$ cat config.mk
export PLATFORM = sky130hd
export DESIGN_NAME = pf_degree_ctrl
export DESIGN_NICKNAME = d
export VERILOG_FILES = /design/src/rtl/pfdc_pkg.sv /design/src/rtl/pfdc_epoch_timer.sv /design/src/rtl/pfdc_evt_counter.sv /design/src/rtl/pfdc_ratio_judge.sv /design/src/rtl/pfdc_degree_calc.sv /design/src/rtl/pf_degree_ctrl.sv
export SDC_FILE = /design/constraint.sdc
export NUM_CORES = 2
export LEC_CHECK = 0
export ABC_AREA = 1
export BUFFER_PORTS_ARGS = -buffer_cell sky130_fd_sc_hd__buf_2
export CORE_ASPECT_RATIO = 0.75
export CORE_MARGIN = 5
export CORE_UTILIZATION = 25
export CTS_BUF_LIST = sky130_fd_sc_hd__clkbuf_2 sky130_fd_sc_hd__clkbuf_4 sky130_fd_sc_hd__clkbuf_8
export CTS_CLUSTER_SIZE = 8
export DETAILED_ROUTE_END_ITERATION = 12
export PLACE_DENSITY = 0.41
export SETUP_SLACK_MARGIN = 0.5
export SLEW_MARGIN = 10
export SYNTH_ARGS = -nofsm -noshare
export SYNTH_HDL_FRONTEND = slang
export SYNTH_SLANG_ARGS = --single-unit
$ cat constraint.sdc
create_clock -name clk -period 25.5 [get_ports clk]
set_input_delay 1.275 -clock clk [delete_from_list [all_inputs] [get_ports clk]]
set_output_delay 1.275 -clock clk [all_outputs]
set_load 0.02 [all_outputs]
$ cat src/rtl/pfdc_pkg.sv
package pfdc_pkg;

    localparam int Q_BITS = 10;
    localparam int THR_W  = Q_BITS + 1;

    typedef enum logic [1:0] {
        STEP_HOLD = 2'd0,
        STEP_UP   = 2'd1,
        STEP_DOWN = 2'd2
    } step_e;

    typedef struct packed {
        logic [THR_W-1:0] cov_hi;
        logic [THR_W-1:0] cov_lo;
        logic [THR_W-1:0] acc_hi;
        logic [THR_W-1:0] acc_lo;
        logic [THR_W-1:0] hit_hi;
        logic [THR_W-1:0] hit_lo;
    } thr_t;

    typedef struct packed {
        logic good;
        logic issued;
        logic miss;
        logic hit;
    } ev_t;

    // num/den > thr/2^Q, false when den is zero
    function automatic logic ratio_above(logic [31:0] num, logic [31:0] den,
                                         logic [THR_W-1:0] thr);
        logic [47:0] lhs;
        logic [47:0] rhs;
        lhs = {16'd0, num} << Q_BITS;
        rhs = 48'(thr) * {16'd0, den};
        return (den != 32'd0) && (lhs > rhs);
    endfunction

    // num/den < thr/2^Q, false when den is zero
    function automatic logic ratio_below(logic [31:0] num, logic [31:0] den,
                                         logic [THR_W-1:0] thr);
        logic [47:0] lhs;
        logic [47:0] rhs;
        lhs = {16'd0, num} << Q_BITS;
        rhs = 48'(thr) * {16'd0, den};
        return (den != 32'd0) && (lhs < rhs);
    endfunction

endpackage

$ cat src/rtl/pfdc_epoch_timer.sv
module pfdc_epoch_timer #(
    parameter int EPOCH_W = 16
) (
    input  logic               clk,
    input  logic               rst,
    input  logic [EPOCH_W-1:0] epoch_len,
    output logic               strobe
);
    logic [EPOCH_W-1:0] cnt;

    // boundary when the cycle count reaches the programmed length (0 acts as 1)
    assign strobe = ({1'b0, cnt} + 1'b1) >= {1'b0, epoch_len};

    always_ff @(posedge clk) begin
        if (rst)         cnt <= '0;
        else if (strobe) cnt <= '0;
        else             cnt <= cnt + 1'b1;
    end

    // the count never passes the programmed length while it stays fixed
    assert_epoch_bound_R2: assert property (@(posedge clk) disable iff (rst)
        $stable(epoch_len) && !$past(strobe) |-> ({1'b0, cnt} < ({1'b0, epoch_len} + 1'b1)));

endmodule

$ cat src/rtl/pfdc_evt_counter.sv
module pfdc_evt_counter #(
    parameter int CNT_W = 16
) (
    input  logic             clk,
    input  logic             rst,
    input  logic             clear,
    input  logic             inc,
    output logic [CNT_W-1:0] count
);
    localparam logic [CNT_W-1:0] CNT_MAX = '1;

    always_ff @(posedge clk) begin
        if (rst)
            count <= '0;
        else if (clear)
            count <= CNT_W'(inc);   // boundary-cycle pulse opens the new epoch
        else if (inc && count != CNT_MAX)
            count <= count + 1'b1;
    end

    // a boundary leaves at most the one pulse of its own cycle
    assert_cleared_at_epoch_R3: assert property (@(posedge clk) disable iff (rst)
        clear |=> (count <= CNT_W'(1)));

    // outside a boundary a counter moves by at most one
    assert_count_step_R3: assert property (@(posedge clk) disable iff (rst)
        !clear |=> (count == $past(count) || count == $past(count) + 1'b1));

endmodule

$ cat src/rtl/pfdc_ratio_judge.sv
module pfdc_ratio_judge
    import pfdc_pkg::*;
#(
    parameter int CNT_W = 16
) (
    input  logic [CNT_W-1:0] good,
    input  logic [CNT_W-1:0] issued,
    input  logic [CNT_W-1:0] miss,
    input  logic [CNT_W-1:0] hit,
    input  thr_t             thr,
    output step_e            step
);
    logic [CNT_W:0] access;
    logic cov_hi, cov_lo, acc_hi, acc_lo, hr_hi, hr_lo;
    logic go_up, go_down;

    assign access = {1'b0, hit} + {1'b0, miss};

    always_comb begin
        cov_hi = ratio_above(32'(good), 32'(miss),   thr.cov_hi);
        cov_lo = ratio_below(32'(good), 32'(miss),   thr.cov_lo);
        acc_hi = ratio_above(32'(good), 32'(issued), thr.acc_hi);
        acc_lo = ratio_below(32'(good), 32'(issued), thr.acc_lo);
        hr_hi  = ratio_above(32'(hit),  32'(access), thr.hit_hi);
        hr_lo  = ratio_below(32'(hit),  32'(access), thr.hit_lo);

        go_up   = cov_hi && (acc_hi || hr_lo);
        go_down = (cov_lo && (acc_lo || hr_hi)) || (acc_lo && hr_hi);

        if (go_up)        step = STEP_UP;     // priority
        else if (go_down) step = STEP_DOWN;
        else              step = STEP_HOLD;
    end

    // no data at all gives no step
    always_comb begin
        if (miss == '0 && issued == '0 && hit == '0)
            assert_empty_epoch_hold_R6: assert (step == STEP_HOLD);
    end

endmodule

$ cat src/rtl/pfdc_degree_calc.sv
module pfdc_degree_calc
    import pfdc_pkg::*;
#(
    parameter int CNT_W     = 16,
    parameter int EPOCH_W   = 16,
    parameter int LAT_W     = 12,
    parameter int MAX_DEG   = 16,
    parameter int START_DEG = 4,
    parameter int DEG_W     = $clog2(MAX_DEG + 1)
) (
    input  logic               clk,
    input  logic               rst,
    input  logic               strobe,
    input  step_e              step,
    input  logic [CNT_W-1:0]   good,
    input  logic [CNT_W-1:0]   issued,
    input  logic [CNT_W-1:0]   miss,
    input  logic [EPOCH_W-1:0] epoch_len,
    input  logic [LAT_W-1:0]   mem_lat,
    output logic [DEG_W-1:0]   degree
);
    localparam int REQ_W  = CNT_W + 1;
    localparam int DEM_W  = REQ_W + LAT_W;
    localparam int PROD_W = DEM_W + EPOCH_W + DEG_W;
    localparam logic [DEG_W-1:0] DEG_MAX   = DEG_W'(MAX_DEG);
    localparam logic [DEG_W-1:0] DEG_START = DEG_W'(START_DEG);

    logic [DEG_W-1:0]   useful, useful_nx, degree_nx;
    logic [REQ_W-1:0]   offered, req;
    logic [DEM_W-1:0]   demand;
    logic [EPOCH_W-1:0] len_eff;
    logic [MAX_DEG-1:0] fits;

    // step with saturation at 1 and MAX_DEG
    always_comb begin
        unique case (step)
            STEP_UP:   useful_nx = (useful >= DEG_MAX) ? DEG_MAX : useful + 1'b1;
            STEP_DOWN: useful_nx = (useful <= DEG_W'(1)) ? DEG_W'(1) : useful - 1'b1;
            default:   useful_nx = useful;
        endcase
    end

    // request estimate, clamped at zero
    assign offered = {1'b0, miss} + {1'b0, issued};
    assign req     = (offered > REQ_W'(good)) ? offered - REQ_W'(good) : '0;
    assign demand  = DEM_W'(req) * DEM_W'(mem_lat);
    assign len_eff = (epoch_len == '0) ? EPOCH_W'(1) : epoch_len;

    // min(floor(demand/len), useful_nx) = number of k <= useful_nx with k*len <= demand
    for (genvar k = 1; k <= MAX_DEG; k++) begin : g_fit
        logic [PROD_W-1:0] k_len;
        assign k_len      = PROD_W'(k) * PROD_W'(len_eff);
        assign fits[k-1]  = (k_len <= PROD_W'(demand)) && (DEG_W'(k) <= useful_nx);
    end

    assign degree_nx = DEG_W'($countones(fits));

    always_ff @(posedge clk) begin
        if (rst) begin
            useful <= DEG_START;
            degree <= DEG_START;
        end else if (strobe) begin
            useful <= useful_nx;
            degree <= degree_nx;
        end
    end

    // useful degree stays inside its limits
    assert_useful_range_R7: assert property (@(posedge clk) disable iff (rst)
        (useful >= DEG_W'(1)) && (useful <= DEG_MAX));

    // the degree only moves right after a boundary
    assert_degree_hold_R2: assert property (@(posedge clk) disable iff (rst)
        !$past(strobe) |-> $stable(degree));

    // the effective degree never exceeds the useful degree once updated
    assert_degree_capped_R9: assert property (@(posedge clk) disable iff (rst)
        strobe |=> (degree <= useful));

    // an upward step never lowers the useful degree
    assert_step_up_R4: assert property (@(posedge clk) disable iff (rst)
        strobe && step == STEP_UP |=> (useful >= $past(useful)));

    // a downward step never raises the useful degree
    assert_step_down_R5: assert property (@(posedge clk) disable iff (rst)
        strobe && step == STEP_DOWN |=> (useful <= $past(useful)));

endmodule

$ cat src/rtl/pf_degree_ctrl.sv
module pf_degree_ctrl
    import pfdc_pkg::*;
#(
    parameter int CNT_W     = 16,
    parameter int EPOCH_W   = 16,
    parameter int LAT_W     = 12,
    parameter int MAX_DEG   = 16,
    parameter int START_DEG = 4,
    parameter int DEG_W     = $clog2(MAX_DEG + 1)
) (
    input  logic               clk,
    input  logic               rst,
    input  logic               ev_good,
    input  logic               ev_issued,
    input  logic               ev_miss,
    input  logic               ev_hit,
    input  logic [THR_W-1:0]   thr_cov_hi,
    input  logic [THR_W-1:0]   thr_cov_lo,
    input  logic [THR_W-1:0]   thr_acc_hi,
    input  logic [THR_W-1:0]   thr_acc_lo,
    input  logic [THR_W-1:0]   thr_hit_hi,
    input  logic [THR_W-1:0]   thr_hit_lo,
    input  logic [EPOCH_W-1:0] epoch_len,
    input  logic [LAT_W-1:0]   mem_lat,
    output logic [DEG_W-1:0]   degree
);
    localparam int N_EV = 4;

    logic             strobe;
    ev_t              ev;
    thr_t             thr;
    step_e            step;
    logic [CNT_W-1:0] cnt [N_EV];
    logic [N_EV-1:0]  ev_vec;

    assign ev     = '{good: ev_good, issued: ev_issued, miss: ev_miss, hit: ev_hit};
    assign ev_vec = ev;   // bit 3 good, 2 issued, 1 miss, 0 hit
    assign thr    = '{cov_hi: thr_cov_hi, cov_lo: thr_cov_lo,
                      acc_hi: thr_acc_hi, acc_lo: thr_acc_lo,
                      hit_hi: thr_hit_hi, hit_lo: thr_hit_lo};

    pfdc_epoch_timer #(.EPOCH_W(EPOCH_W)) u_timer (
        .clk       (clk),
        .rst       (rst),
        .epoch_len (epoch_len),
        .strobe    (strobe)
    );

    for (genvar i = 0; i < N_EV; i++) begin : g_cnt
        pfdc_evt_counter #(.CNT_W(CNT_W)) u_cnt (
            .clk   (clk),
            .rst   (rst),
            .clear (strobe),
            .inc   (ev_vec[i]),
            .count (cnt[i])
        );
    end

    pfdc_ratio_judge #(.CNT_W(CNT_W)) u_judge (
        .good   (cnt[3]),
        .issued (cnt[2]),
        .miss   (cnt[1]),
        .hit    (cnt[0]),
        .thr    (thr),
        .step   (step)
    );

    pfdc_degree_calc #(
        .CNT_W     (CNT_W),
        .EPOCH_W   (EPOCH_W),
        .LAT_W     (LAT_W),
        .MAX_DEG   (MAX_DEG),
        .START_DEG (START_DEG),
        .DEG_W     (DEG_W)
    ) u_deg (
        .clk       (clk),
        .rst       (rst),
        .strobe    (strobe),
        .step      (step),
        .good      (cnt[3]),
        .issued    (cnt[2]),
        .miss      (cnt[1]),
        .epoch_len (epoch_len),
        .mem_lat   (mem_lat),
        .degree    (degree)
    );

endmodule

==> flow_summary.toml <==
[yosys]
synthesis.nets = 10900
yosysWarnings = 0
synth_area_leaders = "fa_1, ha_1, inv_1"
yosys.area.top_type = "fa_1"
seq_area_frac_synth = 0.0280
synth_edf_count = 0
synth_cell_types = 64
async_flop_share = 0
synth_area_um2 = 64300
synth_top_area_share = 0.313
ys_seq_elements = 90
synth_ff_type = "dfxtp_1"
synthCells = 8762
synth_area_per_cell_um2 = 7.34

[critical_path]
cp_max_fo = 26
crit_family = "adder cells"
critical_path_class = "register to register"
crit_buf_inv = 11
crit_slowest_cell = "nor2_1"
startpoint_type = "register"
worstPathRequired_ps = 25860
end_kind = "register"
cpMostUsedCell = "fa_1"
arrival_ps = 15450
cpPeakStageDelay_ps = 870

[global_route]
first_global_vias = 56300
grt_pass1_wl_mm = 337
antenna_found_initial = 29
grt_max_degree = 52
track_usage = 0.159
gr-total-overflow = 0

[sta]
timing.final.ws_setup_ps = 10400
finalCritPeriodShare = 0.592
max_freq_mhz = 66.2
max_slew.worst_pin.slew_ps = 1090
fin_setup_tns_ps = 0
drv_slew = 0
skew_ps = 41.6
finalHoldViolations = 0
period_minus_slack_ps = 15100
rsz0062_at_grt = "no"
setup_viol = 0
relSlewSlack = 0.264

[worst_hold_path]
hold_path.class = "register to register"

[clock_tree]
cts_root_buf = "clkbuf_8"
clkTransAtPathRegs_ps = 120
numCtsBuffers = 9
clockBufferDepth = 2
htreeDepth = 3
postCtsSetupRepairBufs = 0
postCtsResizedCells = 0
ctsHoldBuffers = 0
cts_tree = "done"
numClockSinks = 90
clock_latency_ps = 500

[routing]
drc = 0
wire_per_inst_um = 17.7
drt_wl_total_mm = 214
first_pass_iters = 7
drtIter0Drc = 3135
vias_per_cell = 4.50
ant_nets = 0
vias = 54600

[cells_and_area]
stdcell_count = 12100
final_util = 0.269
area_growth_pct = 7.19
drive_gt1_frac = 0.0350
final_cell_mix = "inv_1, nand2_1, ha_1"
final_nets = 10800
final_common_cell = "inv_1"
fillCellCount = 28300

[floorplan]
io_pins = 105
fp.coreArea_um2 = 256000
die_h_um = 449
row_count = 161
die_area_um2 = 267000
initial_core_util = 0.251
fp.dieW_um = 596

[power]
power_uw = 8710
p_leak_uw = 0.0387
ir_drop_v = 0.000363
power_density_nw_per_um2 = 126

[job]
max-cap-violations = 0

[place]
gp_congestion = 0.875
io_buffers = 104
place_inst = 12100
dpl.hpwl_mm = 178
dp_slack_ps = 10530

[outcome]
status = "finished clean"
-- worst register-to-register path, delay by kind of cell (launching register included) --
kind | cells | cell delay (ps)
compound gates | 12 | 2740
xor+xnor | 3 | 640
fa+ha+maj | 17 | 7030
buf+inv | 11 | 1590
flops | 1 | 330
simple gates | 15 | 2590
-- where the power goes --
part | internal [uW] | switching, uW | leakage (uW)
registers | 143 | 4.58 | 0.000728
clock network | 38.8 | 72.6 | 0.000103
logic | 3000 | 5450 | 0.0379
-- cell families after synthesis --
group,count (synthesis),share of synthesized area
flops,90,0.0280
xor+xnor,301,0.0410
fa+ha+maj,2060,0.518
simple gates,3160,0.203
buf+inv,2330,0.136
compound gates,821,0.0735
-- final timing paths --
check | startpoint | endpoint | slack, ps | depth (start not counted)
min | u_deg.degree[4]$_SDFFE_PP0P_ | u_deg.degree[4]$_SDFFE_PP0P_ | 480 | 2
min reg2reg | u_deg.degree[4]$_SDFFE_PP0P_ | u_deg.degree[4]$_SDFFE_PP0P_ | 480 | 2
max reg2reg | g_cnt[1].u_cnt.count[0]$_SDFFE_PP0P_ | u_deg.degree[3]$_SDFFE_PP0P_ | 10400 | 58
max | g_cnt[1].u_cnt.count[0]$_SDFFE_PP0P_ | u_deg.degree[3]$_SDFFE_PP0P_ | 10400 | 58
-- area by class of cell --
| class | instances | area, um2 | area share |
|---|---|---|---|
| timing repair buffer | 174 | 1050 | 0.0152 |
| sequential | 90 | 1800 | 0.0261 |
| tap | 3423 | 4280 | 0.0622 |
| antenna | 5 | 12.5 | 0.000182 |
| multi-input combinational | 6342 | 53800 | 0.781 |
| clock buffer | 9 | 124 | 0.00180 |
| clock inverter | 7 | 81.3 | 0.00118 |
| inverter | 2065 | 7750 | 0.112 |
-- layer usage --
layer	wire length, um	GRT usage	up-vias	part of all wire
li1	-	-	26600	-
met1	112000	0.245	26800	0.52
met2	91500	0.247	1008	0.43
met3	7910	0.0116	153	0.037
met4	2530	0.0212	10	0.012
met5	68	0	-	0.00032
-- synth_stat cells, types with 14 or more instances --
library cell	instances
inv_1	2045
nand2_1	2023
ha_1	1056
fa_1	1004
nor2_1	576
a21oi_1	456
clkbuf_1	239
nand3_1	216
xor2_1	200
o21ai_0	127
nand4_1	110
xnor2_1	101
dfxtp_1	90
nor3_1	80
o21bai_1	44
a31oi_1	34
a21o_1	27
a211oi_1	24
nor4_1	22
o31ai_1	22
nand2_2	21
nand3b_1	20
nor2_2	19
nor3b_1	16
or2_2	15
buf_1	14
-- registers in the layout, indices dropped and copies added (netlist names) --
signal and flops:
u_deg.useful 5, g_cnt.u_cnt.count 64, u_deg.degree 5, u_timer.cnt 16
-- through the flow --
| step | hold slack [ps] | cell area (um2) |
|---|---|---|
| 5_1_grt | 514 | 68900 |
| 2_1_floorplan | 433 | 64300 |
| 3_5_place_dp | 463 | 68700 |
| 4_1_cts | 489 | 68900 |
| 6_report | 478 | 68900 |
| 3_3_place_gp | 452 | 68700 |
Note: power is estimated with default switching activity, not from simulation.
